File: src/rtl/vbi_dec_pkg.sv
package vbi_dec_pkg;

  localparam int SLOT_W = 3;

  typedef enum logic [1:0] {
    ST_IDLE,
    ST_HUNT,
    ST_CAP,
    ST_DONE
  } dec_state_e;

  typedef enum logic {
    MODE_VPS,
    MODE_WSS
  } dec_mode_e;

  // control -> datapath strobes
  typedef struct packed {
    logic              active;
    logic              hunt;
    logic              storeByte;
    logic [SLOT_W-1:0] slot;
    logic              storeWss;
    logic              setFrmVps;
    logic              setFrmWss;
    logic              setErr;
    logic [SLOT_W-1:0] errSlot;
  } dec_ctrl_t;

  // datapath -> control status
  typedef struct packed {
    logic symStrobe;
    logic symErr;
    logic matchVps;
    logic matchWss;
  } dec_stat_t;

endpackage

File: src/rtl/vbi_dec_dp.sv
module vbi_dec_dp
  import vbi_dec_pkg::*;
#(
  parameter int NUM_BYTES = 5,
  parameter int WSS_BITS = 14,
  parameter int VPS_CODE_W = 16,
  parameter int WSS_CODE_W = 24,
  parameter logic [VPS_CODE_W-1:0] VPS_CODE = 16'h9951,
  parameter logic [WSS_CODE_W-1:0] WSS_CODE = 24'h1E3C1F
) (
  input  logic                   clk,
  input  logic                   rstN,
  input  logic                   dataIn,
  input  logic                   clr,
  input  dec_ctrl_t              ctrl,
  output dec_stat_t              stat,
  output logic [NUM_BYTES*8-1:0] payload,
  output logic [WSS_BITS-1:0]    wssWord,
  output logic                   frmVps,
  output logic                   frmWss,
  output logic [NUM_BYTES-1:0]   errBits
);

  localparam int SR_W = (VPS_CODE_W > WSS_CODE_W) ? VPS_CODE_W : WSS_CODE_W;

  logic                phase;
  logic                firstHalf;
  logic [SR_W-1:0]     huntSr;
  logic [SR_W-1:0]     huntNext;
  logic [7:0]          byteSr;
  logic [7:0]          byteNext;
  logic [WSS_BITS-1:0] wssSr;
  logic [WSS_BITS-1:0] wssNext;

  // symbol decode: first half carries the bit, second half must differ
  always_comb begin
    stat.symStrobe = ctrl.active & phase;
    stat.symErr    = ctrl.active & phase & (firstHalf == dataIn);
    huntNext       = {huntSr[SR_W-2:0], firstHalf};
    stat.matchVps  = stat.symStrobe & ~stat.symErr & ctrl.hunt &
                     (huntNext[VPS_CODE_W-1:0] == VPS_CODE);
    stat.matchWss  = stat.symStrobe & ~stat.symErr & ctrl.hunt &
                     (huntNext[WSS_CODE_W-1:0] == WSS_CODE);
    byteNext       = {byteSr[6:0], firstHalf};
    wssNext        = {firstHalf, wssSr[WSS_BITS-1:1]};
  end

  // half-symbol phase tracking with one-sample slip while hunting
  always_ff @(posedge clk or negedge rstN) begin
    if (!rstN) begin
      phase     <= 1'b0;
      firstHalf <= 1'b0;
    end else if (!ctrl.active) begin
      phase     <= 1'b0;
    end else if (!phase) begin
      firstHalf <= dataIn;
      phase     <= 1'b1;
    end else if (stat.symErr && ctrl.hunt) begin
      firstHalf <= dataIn;
    end else begin
      phase     <= 1'b0;
    end
  end

  always_ff @(posedge clk or negedge rstN) begin
    if (!rstN) begin
      huntSr <= '0;
    end else if (!ctrl.active) begin
      huntSr <= '0;
    end else if (stat.symStrobe && ctrl.hunt) begin
      huntSr <= stat.symErr ? '0 : huntNext;
    end
  end

  always_ff @(posedge clk or negedge rstN) begin
    if (!rstN) begin
      byteSr <= '0;
      wssSr  <= '0;
    end else if (stat.symStrobe && !ctrl.hunt) begin
      byteSr <= byteNext;
      wssSr  <= wssNext;
    end
  end

  generate
    for (genvar k = 0; k < NUM_BYTES; k++) begin : g_slot
      always_ff @(posedge clk or negedge rstN) begin
        if (!rstN) begin
          payload[k*8 +: 8] <= '0;
        end else if (ctrl.storeByte && ctrl.slot == SLOT_W'(k)) begin
          payload[k*8 +: 8] <= byteNext;
        end
      end

      always_ff @(posedge clk or negedge rstN) begin
        if (!rstN) begin
          errBits[k] <= 1'b0;
        end else if (ctrl.setErr && ctrl.errSlot == SLOT_W'(k)) begin
          errBits[k] <= 1'b1;
        end else if (clr) begin
          errBits[k] <= 1'b0;
        end
      end
    end
  endgenerate

  always_ff @(posedge clk or negedge rstN) begin
    if (!rstN) begin
      wssWord <= '0;
    end else if (ctrl.storeWss) begin
      wssWord <= wssNext;
    end
  end

  always_ff @(posedge clk or negedge rstN) begin
    if (!rstN) begin
      frmVps <= 1'b0;
      frmWss <= 1'b0;
    end else begin
      if (ctrl.setFrmVps)      frmVps <= 1'b1;
      else if (clr)            frmVps <= 1'b0;
      if (ctrl.setFrmWss)      frmWss <= 1'b1;
      else if (clr)            frmWss <= 1'b0;
    end
  end

endmodule

File: src/rtl/vbi_dec_ctrl.sv
module vbi_dec_ctrl
  import vbi_dec_pkg::*;
#(
  parameter int NUM_BYTES = 5,
  parameter int WSS_BITS = 14,
  parameter int FIRST_BYTE = 3,
  parameter int SOLO_BYTE = 5,
  parameter int RUN_BYTE = 11
) (
  input  logic      clk,
  input  logic      rstN,
  input  logic      winVps,
  input  logic      winWss,
  input  dec_stat_t stat,
  output dec_ctrl_t ctrl
);

  localparam int LAST_BYTE = RUN_BYTE + NUM_BYTES - 2;
  localparam int MAX_BITS  = (WSS_BITS > 8) ? WSS_BITS : 8;
  localparam int CNT_W     = $clog2(MAX_BITS);
  localparam int BN_W      = $clog2(LAST_BYTE + 1);

  dec_state_e       state;
  dec_mode_e        mode;
  logic [CNT_W-1:0] bitCnt;
  logic [BN_W-1:0]  byteNum;
  logic             grpBad;

  logic              isVps;
  logic              winOn;
  logic              bad;
  logic              lastBit;
  logic              inSet;
  logic [SLOT_W-1:0] slotIdx;

  always_comb begin
    isVps   = (state == ST_IDLE) ? winVps : (mode == MODE_VPS);
    winOn   = isVps ? winVps : winWss;
    bad     = grpBad | stat.symErr;
    lastBit = isVps ? (bitCnt == CNT_W'(7)) : (bitCnt == CNT_W'(WSS_BITS - 1));
  end

  // byte number to payload slot
  always_comb begin
    inSet   = 1'b0;
    slotIdx = '0;
    if (byteNum == BN_W'(SOLO_BYTE)) begin
      inSet = 1'b1;
    end else if (byteNum >= BN_W'(RUN_BYTE) && byteNum <= BN_W'(LAST_BYTE)) begin
      inSet   = 1'b1;
      slotIdx = SLOT_W'(byteNum - BN_W'(RUN_BYTE)) + SLOT_W'(1);
    end
  end

  always_comb begin
    ctrl        = '0;
    ctrl.active = winOn;
    ctrl.hunt   = (state == ST_IDLE) || (state == ST_HUNT);
    if (winOn) begin
      case (state)
        ST_HUNT: begin
          ctrl.setFrmVps = isVps & stat.matchVps;
          ctrl.setFrmWss = ~isVps & stat.matchWss;
        end
        ST_CAP: begin
          if (stat.symStrobe && lastBit) begin
            if (isVps) begin
              if (inSet) begin
                ctrl.storeByte = ~bad;
                ctrl.slot      = slotIdx;
                ctrl.setErr    = bad;
                ctrl.errSlot   = slotIdx;
              end
            end else begin
              ctrl.storeWss = ~bad;
              ctrl.setErr   = bad;
              ctrl.errSlot  = '0;
            end
          end
        end
        default: ;
      endcase
    end
  end

  always_ff @(posedge clk or negedge rstN) begin
    if (!rstN) begin
      state   <= ST_IDLE;
      mode    <= MODE_VPS;
      bitCnt  <= '0;
      byteNum <= '0;
      grpBad  <= 1'b0;
    end else if (!winOn) begin
      state  <= ST_IDLE;
      grpBad <= 1'b0;
    end else begin
      case (state)
        ST_IDLE: begin
          state <= ST_HUNT;
          mode  <= winVps ? MODE_VPS : MODE_WSS;
        end
        ST_HUNT: begin
          if (ctrl.setFrmVps || ctrl.setFrmWss) begin
            state   <= ST_CAP;
            bitCnt  <= '0;
            byteNum <= BN_W'(FIRST_BYTE);
            grpBad  <= 1'b0;
          end
        end
        ST_CAP: begin
          if (stat.symStrobe) begin
            if (lastBit) begin
              bitCnt <= '0;
              grpBad <= 1'b0;
              if (isVps) begin
                byteNum <= byteNum + BN_W'(1);
                if (byteNum == BN_W'(LAST_BYTE)) state <= ST_DONE;
              end else begin
                state <= ST_DONE;
              end
            end else begin
              bitCnt <= bitCnt + CNT_W'(1);
              grpBad <= bad;
            end
          end
        end
        default: ;
      endcase
    end
  end

endmodule

File: src/rtl/vbi_line_decoder.sv
module vbi_line_decoder
  import vbi_dec_pkg::*;
#(
  parameter int NUM_BYTES = 5,
  parameter int WSS_BITS = 14,
  parameter int VPS_CODE_W = 16,
  parameter int WSS_CODE_W = 24,
  parameter logic [VPS_CODE_W-1:0] VPS_CODE = 16'h9951,
  parameter logic [WSS_CODE_W-1:0] WSS_CODE = 24'h1E3C1F,
  parameter int FIRST_BYTE = 3,
  parameter int SOLO_BYTE = 5,
  parameter int RUN_BYTE = 11
) (
  input  logic                   clk,
  input  logic                   rstN,
  input  logic                   winVps,
  input  logic                   winWss,
  input  logic                   dataIn,
  input  logic                   clr,
  output logic [NUM_BYTES*8-1:0] vpsPayload,
  output logic [WSS_BITS-1:0]    wssWord,
  output logic                   frmVps,
  output logic                   frmWss,
  output logic [NUM_BYTES:1]     errFlags
);

  dec_ctrl_t                ctrl;
  dec_stat_t                stat;
  logic [NUM_BYTES-1:0]     errBits;

  vbi_dec_ctrl #(
    .NUM_BYTES (NUM_BYTES),
    .WSS_BITS  (WSS_BITS),
    .FIRST_BYTE(FIRST_BYTE),
    .SOLO_BYTE (SOLO_BYTE),
    .RUN_BYTE  (RUN_BYTE)
  ) u_ctrl (
    .clk   (clk),
    .rstN  (rstN),
    .winVps(winVps),
    .winWss(winWss),
    .stat  (stat),
    .ctrl  (ctrl)
  );

  vbi_dec_dp #(
    .NUM_BYTES (NUM_BYTES),
    .WSS_BITS  (WSS_BITS),
    .VPS_CODE_W(VPS_CODE_W),
    .WSS_CODE_W(WSS_CODE_W),
    .VPS_CODE  (VPS_CODE),
    .WSS_CODE  (WSS_CODE)
  ) u_dp (
    .clk    (clk),
    .rstN   (rstN),
    .dataIn (dataIn),
    .clr    (clr),
    .ctrl   (ctrl),
    .stat   (stat),
    .payload(vpsPayload),
    .wssWord(wssWord),
    .frmVps (frmVps),
    .frmWss (frmWss),
    .errBits(errBits)
  );

  assign errFlags = errBits;

endmodule

File: config.mk
export PLATFORM = sky130hd
export DESIGN_NAME = vbi_line_decoder
export DESIGN_NICKNAME = d
export VERILOG_FILES = /design/src/rtl/vbi_dec_pkg.sv /design/src/rtl/vbi_dec_dp.sv /design/src/rtl/vbi_dec_ctrl.sv /design/src/rtl/vbi_line_decoder.sv
export SDC_FILE = /design/constraint.sdc
export NUM_CORES = 1
export LEC_CHECK = 0
export BUFFER_PORTS_ARGS = -buffer_cell sky130_fd_sc_hd__buf_4
export CAP_MARGIN = 20
export CORE_UTILIZATION = 30
export DETAILED_ROUTE_END_ITERATION = 7
export GPL_TIMING_DRIVEN = 0
export PLACE_DENSITY_LB_ADDON = 0.05
export RECOVER_POWER = 100
export SETUP_SLACK_MARGIN = 0.1
export SYNTH_ARGS = -nofsm -noshare
export SYNTH_HDL_FRONTEND = slang
export SYNTH_SLANG_ARGS = --single-unit
File: constraint.sdc
create_clock -name clk -period 2.64 [get_ports clk]
set_input_delay 0.792 -clock clk [delete_from_list [all_inputs] [get_ports clk]]
set_output_delay 0.792 -clock clk [all_outputs]
set_load 0.01 [all_outputs]
=== After elaboration in Yosys (flattened, before gate mapping) ===
Cells that the tools add are included.

* Flip-flop bits (word level): 119
* Bits of input ports: 6
* Output and inout bits: 61
* Logic and storage cells: 162

* Add/sub/neg operators: 4
* Magnitude comparators: 2
* Eq/ne operators: 29
* Multiplexer cells: 56
* Bitwise operators: 13
* Reductions and logical operators: 35

{| class="wikitable"
|+ Operators with widths
! kind !! count
|-
| 23-bit two-way mux || 3
|-
| 4-bit two-way mux || 13
|-
| 24-bit by 21-bit == test with 1-bit output, second input constant || 1
|-
| 1-bit two-way mux || 24
|-
| 16-bit == test, second input constant || 1
|-
| 4-bit one-hot mux with 2 select lines || 2
|-
| 2-bit nonzero test || 8
|-
| 1-bit logical AND || 15
|-
| 2-bit two-way mux || 7
|-
| 3-bit by 2-bit == test with 1-bit output, second input constant || 4
|-
| 11-bit two-way mux || 1
|-
| 5-bit two-way mux || 2
|-
| 3-bit != test, second input constant || 3
|-
| 4-bit by 1-bit adder with 4-bit output, second input constant || 2
|-
| 1-bit AND || 8
|-
| 4-bit by 3-bit == test with 1-bit output, second input constant || 2
|-
| 4-bit == test, second input constant || 2
|-
| 2-bit by 1-bit != test with 1-bit output, second input constant || 4
|-
| 4-bit != test, second input constant || 2
|-
| 3-bit by 1-bit == test with 1-bit output, second input constant || 2
|-
| 3-bit == test, second input constant || 2
|-
| 3-bit logical NOT || 2
|-
| 3-bit two-way mux || 2
|-
| 2-bit one-hot mux with 3 select lines || 1
|-
| 20 further kinds || 26
|}

=== Logic depth before layout (Yosys ltp) ===
* Word-level depth: 16
* Depth in mapped cells: 11
* Gate-level depth less buffers: 9

=== Modules after synthesis ===
Synthesis repeated with hierarchy kept, for this count alone.

* Cell total of the unflattened synthesis: 374
* Area total of the unflattened synthesis: 4850.9 um^2

{| class="wikitable"
|+ Modules (own cells, without submodules)
! module !! times used !! cells an instance !! area an instance (um^2) !! sequential area each (um^2)
|-
| vbi_dec_dp || 1 || 246 || 3819.9 || 2477.4
|-
| vbi_dec_ctrl || 1 || 128 || 1031.0 || 300.3
|}

=== Worst setup path before layout ===
Ideal clock, no wire load.

* Path type: input port to flip-flop
* From: input winVps
* To: register u_dp.payload[0]
* Setup time: 0.125 ns
* Arrival: 2.643 ns
* Required time: 2.515 ns
* Setup slack: -0.128 ns
* Cell stages on the path: 7
* Buffers on the path: 2
* Path through: buf_6 mux2_4 o221a_4 a21o_1 or4b_1 buf_6 mux2_4

* Longest elaborated chain between the ends: 12
* Elaborated cells between the ends (all ways): 15
* Those cells by class: mux (8); bitwise (4); reduce/logical (3)

{| class="wikitable"
|+ RTL lines
! what !! RTL line !! text
|-
| start, declared || vbi_line_decoder.sv:16 || <nowiki>input logic winVps,</nowiki>
|-
| 1-bit two-way mux || vbi_dec_ctrl.sv:37 || <nowiki>isVps = (state == ST_IDLE) ? winVps : (mode == MODE_VPS);</nowiki>
|-
| 1-bit two-way mux || vbi_dec_ctrl.sv:38 || <nowiki>winOn = isVps ? winVps : winWss;</nowiki>
|-
| 1-bit AND || vbi_dec_dp.sv:37, vbi_dec_dp.sv:38 ||
|-
| 1-bit AND || vbi_dec_dp.sv:38 || <nowiki>stat.symErr = ctrl.active & phase & (firstHalf == dataIn);</nowiki>
|-
| 1-bit OR || vbi_dec_ctrl.sv:39 || <nowiki>bad = grpBad | stat.symErr;</nowiki>
|-
| 1-bit NOT || vbi_dec_ctrl.sv:69 || <nowiki>ctrl.storeByte = ~bad;</nowiki>
|-
| 4-bit two-way mux || vbi_dec_ctrl.sv:68 || <nowiki>if (inSet) begin</nowiki>
|-
| 4-bit two-way mux || vbi_dec_ctrl.sv:67 || <nowiki>if (isVps) begin</nowiki>
|-
| 5-bit two-way mux || vbi_dec_ctrl.sv:66 || <nowiki>if (stat.symStrobe && lastBit) begin</nowiki>
|-
| 5-bit two-way mux || vbi_dec_ctrl.sv:60 || <nowiki>case (state)</nowiki>
|-
| 11-bit two-way mux * || vbi_dec_ctrl.sv:59 || <nowiki>if (winOn) begin</nowiki>
|-
| 1-bit logical AND * || vbi_dec_dp.sv:90 || <nowiki>end else if (ctrl.storeByte && ctrl.slot == SLOT_W'(k)) begin</nowiki>
|-
| end signal, assigned by index || vbi_dec_dp.sv:91 || <nowiki>payload[k*8 +: 8] <= byteNext;</nowiki>
|-
| end, declared || vbi_dec_dp.sv:17 || <nowiki>output logic [NUM_BYTES*8-1:0] payload,</nowiki>
|}

Every way passes the cells marked *; elsewhere a longest branch is shown, timed or not.
A chain may end at the register's enable or synchronous reset.

=== Final worst setup path ===
* From: register u_ctrl.state[1]
* To: register u_dp.wssWord[4]

* Longest elaborated chain between the ends: 11
* Elaborated cells between the ends (all ways): 14
* Those cells by class: eq/ne (1); mux (7); bitwise (4); reduce/logical (2)

{| class="wikitable"
|+ RTL lines
! what !! RTL line !! text
|-
| start, declared || vbi_dec_ctrl.sv:23 || <nowiki>dec_state_e state;</nowiki>
|-
| start signal, assigned || vbi_dec_ctrl.sv:88 || <nowiki>state <= ST_IDLE;</nowiki>
|-
| start signal, assigned || vbi_dec_ctrl.sv:94 || <nowiki>state <= ST_IDLE;</nowiki>
|-
| start signal, assigned || vbi_dec_ctrl.sv:99 || <nowiki>state <= ST_HUNT;</nowiki>
|-
| 2-bit logical NOT || vbi_dec_ctrl.sv:37 ||
|-
| 1-bit two-way mux || vbi_dec_ctrl.sv:37 ||
|-
| 1-bit two-way mux || vbi_dec_ctrl.sv:38 ||
|-
| 1-bit AND || vbi_dec_dp.sv:37, vbi_dec_dp.sv:38 ||
|-
| 1-bit AND || vbi_dec_dp.sv:38 ||
|-
| 1-bit OR || vbi_dec_ctrl.sv:39 ||
|-
| 1-bit NOT || vbi_dec_ctrl.sv:75 || <nowiki>ctrl.storeWss = ~bad;</nowiki>
|-
| 1-bit two-way mux || vbi_dec_ctrl.sv:67 ||
|-
| 5-bit two-way mux || vbi_dec_ctrl.sv:66 ||
|-
| 5-bit two-way mux || vbi_dec_ctrl.sv:60 ||
|-
| 11-bit two-way mux * || vbi_dec_ctrl.sv:59 ||
|-
| end signal, assigned || vbi_dec_dp.sv:111 || <nowiki>wssWord <= wssNext;</nowiki>
|-
| end, declared || vbi_dec_dp.sv:18 || <nowiki>output logic [WSS_BITS-1:0] wssWord,</nowiki>
|}

Marked as above.

==> out/qor.yml <==
grt_overflow_total: 0
root_buffer: "clkbuf_16"
clk_path_buf_depth: 2
netSwitchingFraction: 0.340
fmax_ghz: 0.398
grt_max_degree: 88
clk_pin_slew_ns: 0.08
start_util: 0.307
row_count: 46
required_ns: 2.89
grt.total_usage: 0.156
synth_common_cells: "dfrtp_1, mux2_2, nand2_1, nor2_1, a22o_1"
status: "complete, but fails checks"
slowest_delay_ns: 0.38
p_per_area_nw_per_um2: 780
layout_min_cycle_time_ns: 2.51
drc_errors: 0
drt_iter0_drc: 188
setup_viol_count_final: 0
viasPerCell: 4.87
fin_nets: 499
yosys_warnings: 0
grt_pass1_vias: 3531
gp_congestion: 0.785
syn_nets: 404
finalSetupTns_ns: 0
drv_cap: 1
final-hold-violation-count: 0
path_class: "flop to flop"
antenna_left: 0
hold_path_depth: 1
netlist_area_um2: 4900
p_seq_frac: 0.433
grt_pass1_wl_mm: 19.6
areaGrowthSynthToFinish_pct: 22.3
crit_fanout: 6
start_kind: "flop"
clkPwrFrac: 0.313
total_power_w: 0.00468
crit_slowest_cell: "dfrtp_1"
ys_top_cells_by_area: "dfrtp_1, mux2_2, a22o_1, mux2_4, ha_1"
synth_seq_cells: 111
ys_seq_area_frac: 0.567
cts_buffers: 9
p_sw_w: 0.00159
cpMostUsedCell: "o211a_1"
min_path_type: "flop to flop"
worst_setup_path_end_kind: "flop"
routed_wirelength_mm: 12.1
reg2reg_to: "u_dp.wssWord[4]"
worstRegToRegCells: 11
worstReg2RegStart: "u_ctrl.state[1]"
antenna_cells: 0
worst-r2r-setup-slack_ns: 0.13
grt_setup_unrepaired: "true"
comb_power_share: 0.253
dr.pass1.iters: 4
wire_per_inst_um: 17.1
numPortBuffers: 65
cp_data_arrival_time_ns: 2.77
synth_largest_area_cell: "dfrtp_1"
path_cells: "inv_2, ha_4, and2b_1, o211a_1, o211a_1, and3_1, nand4bb_1, clkbuf_8, clkbuf_2, buf_12, mux2_2"
async_flop_share: 1.00
htree_levels: 3
clkLatencyLatePin_ns: 0.36
leakagePower_nw: 2.82
slew_violations: 25
synth_edf_count: 0
violations: "max-capacitance violations, max-slew violations"
hpwl_mm: 8.05
dr_total_vias: 3433
drive_gt1_frac: 0.270
dieArea_um2: 16900
ios: 67
hold_end: "u_dp.payload[2]"
cts_tree: "yes"
cts_hold_buf: 0
synth_cell_types: 54
fp.dieH_um: 130
synth_top_area_frac: 0.567
finalClockSkew_ns: 0.00640
cts_sinks: 111
ys.flop_type: "dfrtp_1"
antenna_found_initial: 0
relSlewSlack: -0.0263
p_int_w: 0.00309
synthCells: 389
postSynthAreaPerCell_um2: 12.6
die_w_um: 130
coreArea_um2: 15900
period_share: 0.952
max-vdd-ir-drop_mv: 0.339
synth.most_common_cell: "dfrtp_1"
tightest_slew_ns: 1.54
worstHoldStart: "u_dp.payload[2]"
layout make-up:
cell class / count / area [µm²]
buffer: 13 / 98.8
clock buffer: 10 / 239
clock inverter: 6 / 78.8
fill: 1663 / 9950
inverter: 12 / 45.0
multi-input combinational: 251 / 2060
sequential: 111 / 2780
tap: 216 / 270
timing repair buffer: 86 / 424
how the worst max path moves through the flow:
| stage | startpoint | end | slack (ns) | cells past startpoint |
|---|---|---|---|---|
| 2_1_floorplan | winVps | u_dp.payload[0] | -0.03 | 7 |
| 3_3_place_gp | winWss | u_ctrl.bitCnt[2] | -0.45 | 9 |
| 3_5_place_dp | winWss | u_ctrl.bitCnt[2] | -0.45 | 9 |
| 4_1_cts | winWss | u_ctrl.byteNum[2] | 0.05 | 8 |
| 5_1_grt | u_ctrl.state[0] | u_ctrl.byteNum[2] | 0.02 | 10 |
| 6_report | u_ctrl.state[1] | u_dp.wssWord[4] | 0.13 | 11 |
flip-flops by register name, indices dropped and copies added, names as in the netlist:
register,count
u_ctrl.byteNum,4
u_dp.byteSr,1
u_ctrl.mode,1
u_dp.frmWss,1
u_dp.wssWord,14
u_dp.huntSr,23
u_dp.frmVps,1
u_ctrl.bitCnt,4
u_dp.payload,40
u_dp.wssSr,12
u_dp.errBits,5
u_ctrl.state,2
u_dp.phase,1
u_dp.firstHalf,1
u_ctrl.grpBad,1
through the flow:
stage / hold slack, ns / std cells / setup WS (ns) / utilization / cell area (µm²)
2_1_floorplan: 0.467 / 389 / -0.0268 / - / 4920
3_3_place_gp: 0.470 / 670 / -0.446 / 0.356 / 5680
3_5_place_dp: 0.492 / 671 / -0.449 / 0.358 / 5710
4_1_cts: 0.281 / 702 / 0.0450 / 0.392 / 6250
5_1_grt: 0.524 / 705 / 0.0208 / 0.376 / 6000
6_report: 0.499 / 705 / 0.127 / 0.376 / 6000
routing by layer:
metal / global-route usage / vias up / part of all wire
li1: - / 1613 / -
met1: 0.207 / 1745 / 0.46
met2: 0.240 / 65 / 0.47
met3: 0.0541 / 10 / 0.052
met4: 0.0472 / 0 / 0.012
met5: 0 / - / 0
power by group through the flow:
stage	clock network, W	registers (W)	logic (W)
6_report	0.00147	0.00203	0.00118
2_1_floorplan	0	0.00198	0.000776
4_1_cts	0.00153	0.00201	0.00116
3_3_place_gp	0	0.00205	0.00104
3_5_place_dp	0	0.00205	0.00106
5_1_grt	0.00158	0.00206	0.00133
layout by cell type, fill, tap and decap left out, types with 7 or more instances in the layout:
master	instances
inv_1	10
a21oi_1	12
clkbuf_1	71
nand4_1	7
clkbuf_16	9
mux2_2	61
nand2_1	25
dfrtp_1	110
a22o_1	19
ha_1	7
buf_4	13
nand3_1	16
nor2_1	19
logic make-up after synthesis:
family                     share of synthesized area
and+or+nand+nor                                0.103
xor gates and xnor gates                     0.00357
AOI/OAI and AO/OA                              0.107
muxes                                          0.172
DFF                                            0.567
adders and majority gates                     0.0230
buffers and inverters                         0.0248
repair_timing:
item | CTS | global route
endpoints found under the setup margin | 76 | 78
setup buffers | 14 | 5
gates resized for setup | 23 | 25
gates cloned | 1 | 0
pin swaps | 5 | 5
worst max-delay path: cells and delay by family (launching register included):
kind | cells | cell delay [ns]
flops | 1 | 0.38
mux | 1 | 0.32
simple gates | 3 | 0.53
fa+ha+maj | 1 | 0.19
compound gates | 2 | 0.47
buf+inv | 4 | 0.51
(Power assumes the default switching activity.)
